<file path="src/rtl/bankmap_pkg.sv">
package bankmap_pkg;
  localparam int SEL_W = 5;
  localparam int S_RAM = 0;
  localparam int S_IO  = 1;
  localparam int S_CHR = 2;
  localparam int S_KRN = 3;
  localparam int S_BAS = 4;

  typedef enum logic [1:0] {Z_FIXED, Z_BASIC, Z_IOCHR, Z_KERNAL} zone_e;

  // Window of an address from its top nibble.
  function automatic zone_e zone_of(input logic [3:0] nib);
    case (nib)
      4'hA, 4'hB: return Z_BASIC;
      4'hD:       return Z_IOCHR;
      4'hE, 4'hF: return Z_KERNAL;
      default:    return Z_FIXED;
    endcase
  endfunction

  function automatic logic [SEL_W-1:0] one_sel(input int idx);
    return SEL_W'(1) << idx;
  endfunction
endpackage

</file>
<file path="src/rtl/bm_zone_decode.sv">
module bm_zone_decode
  import bankmap_pkg::*;
#(
  parameter int ADDR_W = 16
) (
  input  logic [ADDR_W-1:0] addr,
  output zone_e             zone
);
  localparam int NIB_LSB = ADDR_W - 4;

  always_comb zone = zone_of(addr[ADDR_W-1:NIB_LSB]);
endmodule

</file>
<file path="src/rtl/bm_overlay.sv">
module bm_overlay
  import bankmap_pkg::*;
(
  input  zone_e            zone,
  input  logic [1:0]       level,
  input  logic             chr_n,
  input  logic             wr,
  output logic [SEL_W-1:0] sel
);
  logic io_mapped;
  logic krn_mapped;
  logic bas_mapped;

  always_comb begin
    io_mapped  = (level != 2'b00);
    krn_mapped = level[1];
    bas_mapped = (level == 2'b11);
  end

  always_comb begin
    sel = one_sel(S_RAM);
    unique case (zone)
      Z_BASIC:  if (bas_mapped && !wr) sel = one_sel(S_BAS);
      Z_KERNAL: if (krn_mapped && !wr) sel = one_sel(S_KRN);
      Z_IOCHR: begin
        if (io_mapped) begin
          if (chr_n)    sel = one_sel(S_IO);
          else if (!wr) sel = one_sel(S_CHR);
        end
      end
      default: sel = one_sel(S_RAM);
    endcase
  end
endmodule

</file>
<file path="src/rtl/bank_map_decoder.sv">
module bank_map_decoder
  import bankmap_pkg::*;
(
  input  logic        clk,
  input  logic        rst_n,
  input  logic [15:0] addr,
  input  logic        wr,
  input  logic [2:0]  ctl_n,
  output logic [4:0]  sel
);
  localparam int ADDR_W = 16;

  zone_e            zone;
  logic [SEL_W-1:0] sel_d;
  logic [SEL_W-1:0] sel_q;

  bm_zone_decode #(.ADDR_W(ADDR_W)) u_zone (
    .addr (addr),
    .zone (zone)
  );

  bm_overlay u_ovl (
    .zone  (zone),
    .level (ctl_n[1:0]),
    .chr_n (ctl_n[2]),
    .wr    (wr),
    .sel   (sel_d)
  );

  // one register stage, reset to RAM
  always_ff @(posedge clk) begin
    if (!rst_n) sel_q <= one_sel(S_RAM);
    else        sel_q <= sel_d;
  end

  assign sel = sel_q;

  a_r8_one_hot: assert property (@(posedge clk) disable iff (!rst_n)
    $countones(sel_q) == 1);

  a_r1_fixed_ram: assert property (@(posedge clk) disable iff (!rst_n)
    (zone == Z_FIXED) |=> (sel_q == one_sel(S_RAM)));

  a_r7_write_no_rom: assert property (@(posedge clk) disable iff (!rst_n)
    wr |=> (sel_q[S_BAS] == 1'b0 && sel_q[S_KRN] == 1'b0 && sel_q[S_CHR] == 1'b0));

  a_r6_level0_ram: assert property (@(posedge clk) disable iff (!rst_n)
    (ctl_n[1:0] == 2'b00) |=> (sel_q == one_sel(S_RAM)));

  a_r5_char_read: assert property (@(posedge clk) disable iff (!rst_n)
    (zone == Z_IOCHR && ctl_n[1:0] != 2'b00 && !ctl_n[2] && !wr) |=> sel_q[S_CHR]);

  a_r4_io_mapped: assert property (@(posedge clk) disable iff (!rst_n)
    (zone == Z_IOCHR && ctl_n[1:0] != 2'b00 && ctl_n[2]) |=> sel_q[S_IO]);
endmodule

</file>
<file path="config.mk">
export PLATFORM = sky130hd
export DESIGN_NAME = bank_map_decoder
export DESIGN_NICKNAME = d
export VERILOG_FILES = /design/src/rtl/bankmap_pkg.sv /design/src/rtl/bm_zone_decode.sv /design/src/rtl/bm_overlay.sv /design/src/rtl/bank_map_decoder.sv
export SDC_FILE = /design/constraint.sdc
export NUM_CORES = 1
export LEC_CHECK = 0
export ABC_AREA = 1
export BUFFER_PORTS_ARGS = -buffer_cell sky130_fd_sc_hd__buf_4
export CORE_AREA = 2 2 39 41
export CTS_CLUSTER_DIAMETER = 60
export CTS_CLUSTER_SIZE = 24
export DETAILED_ROUTE_END_ITERATION = 10
export DIE_AREA = 0 0 41 43
export GPL_TIMING_DRIVEN = 1
export PLACE_DENSITY = 0.58
export SKIP_LAST_GASP = 1
export SLEW_MARGIN = 10
export SYNTH_ARGS = -nofsm -noshare
export SYNTH_HDL_FRONTEND = slang
export SYNTH_HIERARCHICAL = 1
export SYNTH_SLANG_ARGS = --single-unit
</file>
<file path="constraint.sdc">
create_clock -name clk -period 0.8 [get_ports clk]
set_input_delay 0.04 -clock clk [delete_from_list [all_inputs] [get_ports clk]]
set_output_delay 0.04 -clock clk [all_outputs]
set_load 0.02 [all_outputs]
</file>
==> results of run 1 <==
[per-stage QoR]
step	setup TNS, ns	cells
CTS	0	77
global placement	-0.0730	72
detailed placement	-0.115	72
floorplan	0	42
finish	0	77
global route	0	77
[final cells by class]
class / instances / area [µm²]
multi-input combinational: 27 / 110
inverter: 10 / 37.5
tap: 16 / 20.0
clock buffer: 4 / 26.3
sequential: 5 / 100
timing repair buffer: 15 / 115
fill: 160 / 975
[synthesized netlist by cell type]
cell      number  share of area [%]
nor3_1         2                4.0
o21bai_1       1                3.0
nor2_1         7                 11
nand2_2        1                2.5
inv_1         10                 15
dfxtp_1        5                 40
nand2_1       16                 24
[what timing repair did]
item | CTS | global route
hold buffers | 1 | 0
endpoints found under the hold margin | 1 | 0
setup endpoints to repair | 0 | 0
[cells in the final DEF (no fill, tap or decap)]
cell / synthesis / final
dfxtp_1: 5 / 5
clkbuf_4: 0 / 3
buf_4: 0 / 14
nand2_1: 16 / 16
nor3_1: 2 / 2
clkbuf_1: 0 / 1
o21bai_1: 1 / 1
dlygate4sd3_1: 0 / 1
nor2_1: 7 / 7
nand2_2: 1 / 1
inv_1: 10 / 10
[layer usage]
| metal | up-vias | share of wire (%) | wire (µm) | GRT usage [%] |
|---|---|---|---|---|
| met5 | - | 0 | 0 | 0 |
| met1 | 113 | 42 | 211 | 7.64 |
| li1 | 157 | - | - | - |
| met4 | 0 | 5.0 | 25 | 12.0 |
| met2 | 13 | 43 | 214 | 10.9 |
| met3 | 4 | 10 | 51 | 1.57 |
[logic make-up (layout without fill, tap and decap cells)]
logic type | after synthesis | count (layout) | share of synthesized area [%]
DFF | 5 | 5 | 40.4
AOI/OAI and AO/OA | 1 | 1 | 3.03
buffers and inverters | 10 | 29 | 15.2
and+or+nand+nor | 26 | 26 | 41.4
[worst paths after layout]
| path | start | to | slack (ns) | depth (start not counted) |
|---|---|---|---|---|
| max | sel[1] | sel[1] | 0.08 | 1 |
| min | ctl_n[2] | sel[2] | 0.14 | 6 |
[power by group]
part           switching, µW  internal (µW)
Clock                    105            189
Combinational           44.8           50.8
Sequential             0.926            254
==> reports/qor.txt, run 1 <==
Final Power: 644 µW
Final Hold Viols: 0
Clock sink count: 5
RePlAce Congestion: 0.687
Pwr dens: 1570 nW/µm²
Final Max Tran Viols: 0
Clk root buf: clkbuf_4
Top Family by Delay on Critical Path: flip-flops
Post-route clock period utilization: 89.9%
Crit path DAT: 0.68 ns
CTS Buffer Depth: 2
Final setup fails: 0
Initial antenna violation count: 0
Syn Nets: 64
CP Cell Sequence: buf_4
Syn avg cell area: 5.90 µm²
Final core occ: 29.6%
Max-Cap Viols: 0
Synthesis-stage register bit count: 5
Worst-path clk slew: 0.04 ns
Synth Cell Area: 248 µm²
Nets@finish: 84
CP max stage cell: dfxtp_1
CP endpoint kind: primary output
Count of standard-cell rows: 14
Status: complete, no violations
Vias/cell: 3.73
Worst slack, placed: -0.0545 ns
Share of the yosys chip area belonging to registers: 40.4%
Grt ovf: 0
Initial Utilization: 17.9%
Layout area overhead: 65.2%
Global-route wire length before repair: 869 µm
1st-iter DRT viols: 2
Worst path required time: 0.76 ns
Post-CTS Setup Inserts: 0
Peak VDD IR: 0.000314 V
Vias in the first global route: 256
Leak pwr: 0.000258 µW
Final worst slack: 0.0810 ns
Die Height: 43 µm
Hold Path Class: in -> reg
Unrepaired setup endpoints after global routing: no
Critical path startpoint category: flop
WL/cell: 6.53 µm
CP Max Fanout: 1
Design area: 409 µm²
Die span in x: 41 µm
Count of buffers from port buffering: 14
Post-cts sizing count: 0
1st-pass router iterations: 3
Tot GR Track Use: 8.01%
Final ANT Viol Nets: 0
Gate Count Post-Synth: 42
Yosys warns: 6
Worst slew margin: 82.6%
Slowest Stage Delay on Critical Path: 0.29 ns
Post-Route WL: 503 µm
WHS: 0.136 ns
CORE AREA: 1380 µm²
Buf+Inv Stages, Crit Path: 1
Share of layout cells above drive strength 1: 29.5%
Vias: 287
Tightest Pin Transition: 0.260 ns
DR DRC count: 0
DP Area: 373 µm²
HPWL Detailed: 415 µm
Fmax: 1.39 GHz
Ant diodes: 0
Max reg flops: 5
Kind of critical path: reg -> out
Total CTS buffers: 3
Synth cell types: 7
Die area: 1760 µm²
Largest net degree at the start of global routing: 6
TritonCTS clock tree: yes
Crit path time final: 0.719 ns
CTS HTree Levels: 1
I/O pins: 27
No activity file was read; power rests on OpenSTA's default activity.
==> run 2: changes to the inputs <==
- ABC_AREA: 1 -> not set
- PLACE_DENSITY: 0.58 -> 0.56
==> run 2 against run 1 <==
Compared with the run above: cell area is 1.5% lower; largest cell class is now multi-input gates; via count is 21% lower; synthesized area down 11%; worst setup slack got worse by 0.042 ns.
==> reports/qor.txt, run 2 <==
Kind of critical path: in -> reg (was reg -> out)
Post-Route WL: 458 µm (was 503 µm)
Grt ovf: 0 (unchanged)
TritonCTS clock tree: yes (unchanged)
Synth Cell Area: 220 µm² (was 248 µm²)
Gate Count Post-Synth: 23 (was 42)
Area contributors post-synth: dfxtp_1 (45%), and2_1 (14%), nand2b_1 (8.5%) (was dfxtp_1 (40%), nand2_1 (24%), inv_1 (15%))
Top cell type's share of synthesized area: 45.5% (was 40.4%)
Max reg flops: 5 (unchanged)
DR DRC count: 0 (unchanged)
Worst slew margin: 84.6% (was 82.6%)
Tightest Pin Transition: 0.231 ns (was 0.260 ns)
CTS Hold Bufs: 0 (was 1)
Synth cell types: 12 (was 7)
Syn avg cell area: 9.57 µm² (was 5.90 µm²)
CORE AREA: 1380 µm² (unchanged)
Max-Cap Viols: 0 (unchanged)
RePlAce Congestion: 0.663 (was 0.687)
Status: complete, no violations (unchanged)
Hold Path Class: in -> reg (unchanged)
Vias: 226 (was 287)
Top Family by Delay on Critical Path: simple AND/OR/NAND/NOR gates (was flip-flops)
Pwr dens: 1570 nW/µm² (about the same)
Worst-path clk slew: 0.04 ns (about the same)
Most common cell after layout, fill and taps aside: buf_4 (was nand2_1)
Die span in x: 41 µm (unchanged)
Crit path from: addr[15] (was sel[1])
Final setup fails: 0 (unchanged)
Leak pwr: 0.000194 µW (was 0.000258 µW)
Vias in the first global route: 188 (was 256)
Slowest Stage Delay on Critical Path: 0.23 ns (was 0.29 ns)
Final ANT Viol Nets: 0 (unchanged)
Crit path time final: 0.762 ns (was 0.719 ns)
Initial Utilization: 15.9% (was 17.9%)
Clock sink count: 5 (unchanged)
Final Max Tran Viols: 0 (unchanged)
Layout area overhead: 83.0% (was 65.2%)
Ys flop type: dfxtp_1 (unchanged)
WP depth: 6 (was 1)
Syn Nets: 45 (was 64)
Tot GR Track Use: 6.53% (was 8.01%)
Global-route wire length before repair: 690 µm (was 869 µm)
Die Height: 43 µm (unchanged)
Post-route clock period utilization: 95.2% (was 89.9%)
Die area: 1760 µm² (unchanged)
WL/cell: 7.90 µm (was 6.53 µm)
Setup TNS: 0 ns (unchanged)
Final worst slack: 0.0385 ns (was 0.0810 ns)
1st-iter DRT viols: 1 (was 2)
Initial antenna violation count: 0 (unchanged)
Worst path required time: 0.92 ns (was 0.76 ns)
Share of layout cells above drive strength 1: 50.0% (was 29.5%)
Count of standard-cell rows: 14 (unchanged)
DP Area: 362 µm² (was 373 µm²)
Synthesis-stage register bit count: 5 (unchanged)
Leading cell types by count after synthesis: and2_1 (5), dfxtp_1 (5), nand2b_1 (3), nor2_1 (2) (was nand2_1 (16), inv_1 (10), nor2_1 (7), dfxtp_1 (5), nor3_1 (2))
Share of the yosys chip area belonging to registers: 45.5% (was 40.4%)
Yosys warns: 6 (unchanged)
CP Max Fanout: 5 (was 1)
Final core occ: 29.1% (was 29.6%)
Crit path DAT: 0.88 ns (was 0.68 ns)
Total CTS buffers: 3 (unchanged)
Count of buffers from port buffering: 14 (unchanged)
Clk root buf: clkbuf_4 (unchanged)
Final Power: 632 µW (was 644 µW)
EDFF count, synth: 0 (unchanged)
Critical path endpoint: sel[0] (was sel[1])
CTS Buffer Depth: 2 (unchanged)
CP max stage cell: a221oi_2 (was dfxtp_1)
Fmax: 1.31 GHz (was 1.39 GHz)
Nets@finish: 65 (was 84)
CP Cell Sequence: buf_6 -> and2_4 -> nand2b_4 -> a221oi_2 -> a21boi_1 -> nand2b_1 (was buf_4)
Unrepaired setup endpoints after global routing: yes (was no)
I/O pins: 27 (unchanged)
Fillers: 158 (was 160)
Vias/cell: 3.90 (was 3.73)
Register area: 100 µm² (unchanged)
Largest net degree at the start of global routing: 6 (unchanged)
Multi-input logic area: 133 µm² (was 110 µm²)
Peak VDD IR: 0.000317 V (was 0.000314 V)
Design area: 403 µm² (was 409 µm²)
Ant diodes: 0 (unchanged)
Commonest cells after routing, fill and taps aside: buf_4 (13), dfxtp_1 (5), and2_1 (4) (was nand2_1 (16), buf_4 (14), inv_1 (10))
Asr flop ratio synth: 0% (unchanged)
Buf+Inv Stages, Crit Path: 1 (unchanged)
1st-pass router iterations: 2 (was 3)
Critical path startpoint category: primary input (was flop)
Final Hold Viols: 0 (unchanged)
CP endpoint kind: flop (was primary output)
Synth area leader: dfxtp_1 (unchanged)
CTS HTree Levels: 1 (unchanged)
Worst slack, placed: -0.214 ns (was -0.0545 ns)
[run 2: what timing repair did]
action,in CTS,in global routing
gates resized for setup,0,2
setup endpoints to repair,0,1
setup buffers,0,1
[run 2: area by class of cell]
class | count | share of cell area [%]
clock buffers | 4 | 6.52
well taps | 16 | 4.97
flip-flops and latches | 5 | 24.8
multi-input cells | 17 | 32.9
inverters | 1 | 0.932
repair buffers | 15 | 29.8
[run 2: how the worst min path moves through the flow]
stage | slack, ns | end | startpoint | depth (start not counted)
detailed placement | 0.25 | sel[0] | rst_n | 2
CTS | 0.0009 | sel[0] | rst_n | 2
global route | 0.03 | sel[0] | rst_n | 2
global placement | 0.25 | sel[0] | rst_n | 2
finish | 0.004 | sel[0] | rst_n | 2
floorplan | 0.11 | sel[0] | rst_n | 1
[run 2: metal layers]
metal | GRT usage (%) | part of all wire [%] | wire (µm) | up-vias
met1 | 8.36 | 47 | 215 | 94
li1 | - | - | - | 119
met3 | 1.57 | 12 | 57 | 0
met5 | 0 | 0 | 0 | -
met4 | 10.0 | 0 | 0 | 0
met2 | 6.56 | 40 | 185 | 13
[run 2: report_power, final]
group	leakage, µW	switching (µW)	total (µW)	internal (µW)
logic	0.000138	38.6	100	61.7
clock network	0.0000150	88.6	276	188
registers	0.0000405	0.838	255	254
total	0.000194	128	632	503
[run 2: per-stage QoR]
stage | cells | hold slack (ns)
after floorplan | 23 | 0.113
after global placement | 53 | 0.254
after CTS | 57 | 0.000941
final | 58 | 0.00383
after detailed placement | 53 | 0.255
after global routing | 58 | 0.0293
[run 2: kinds of logic after synthesis]
| family | share of synthesized area [%] |
|---|---|
| compound gates | 11.9 |
| buf+inv | 1.70 |
| flops | 45.5 |
| simple gates | 40.9 |
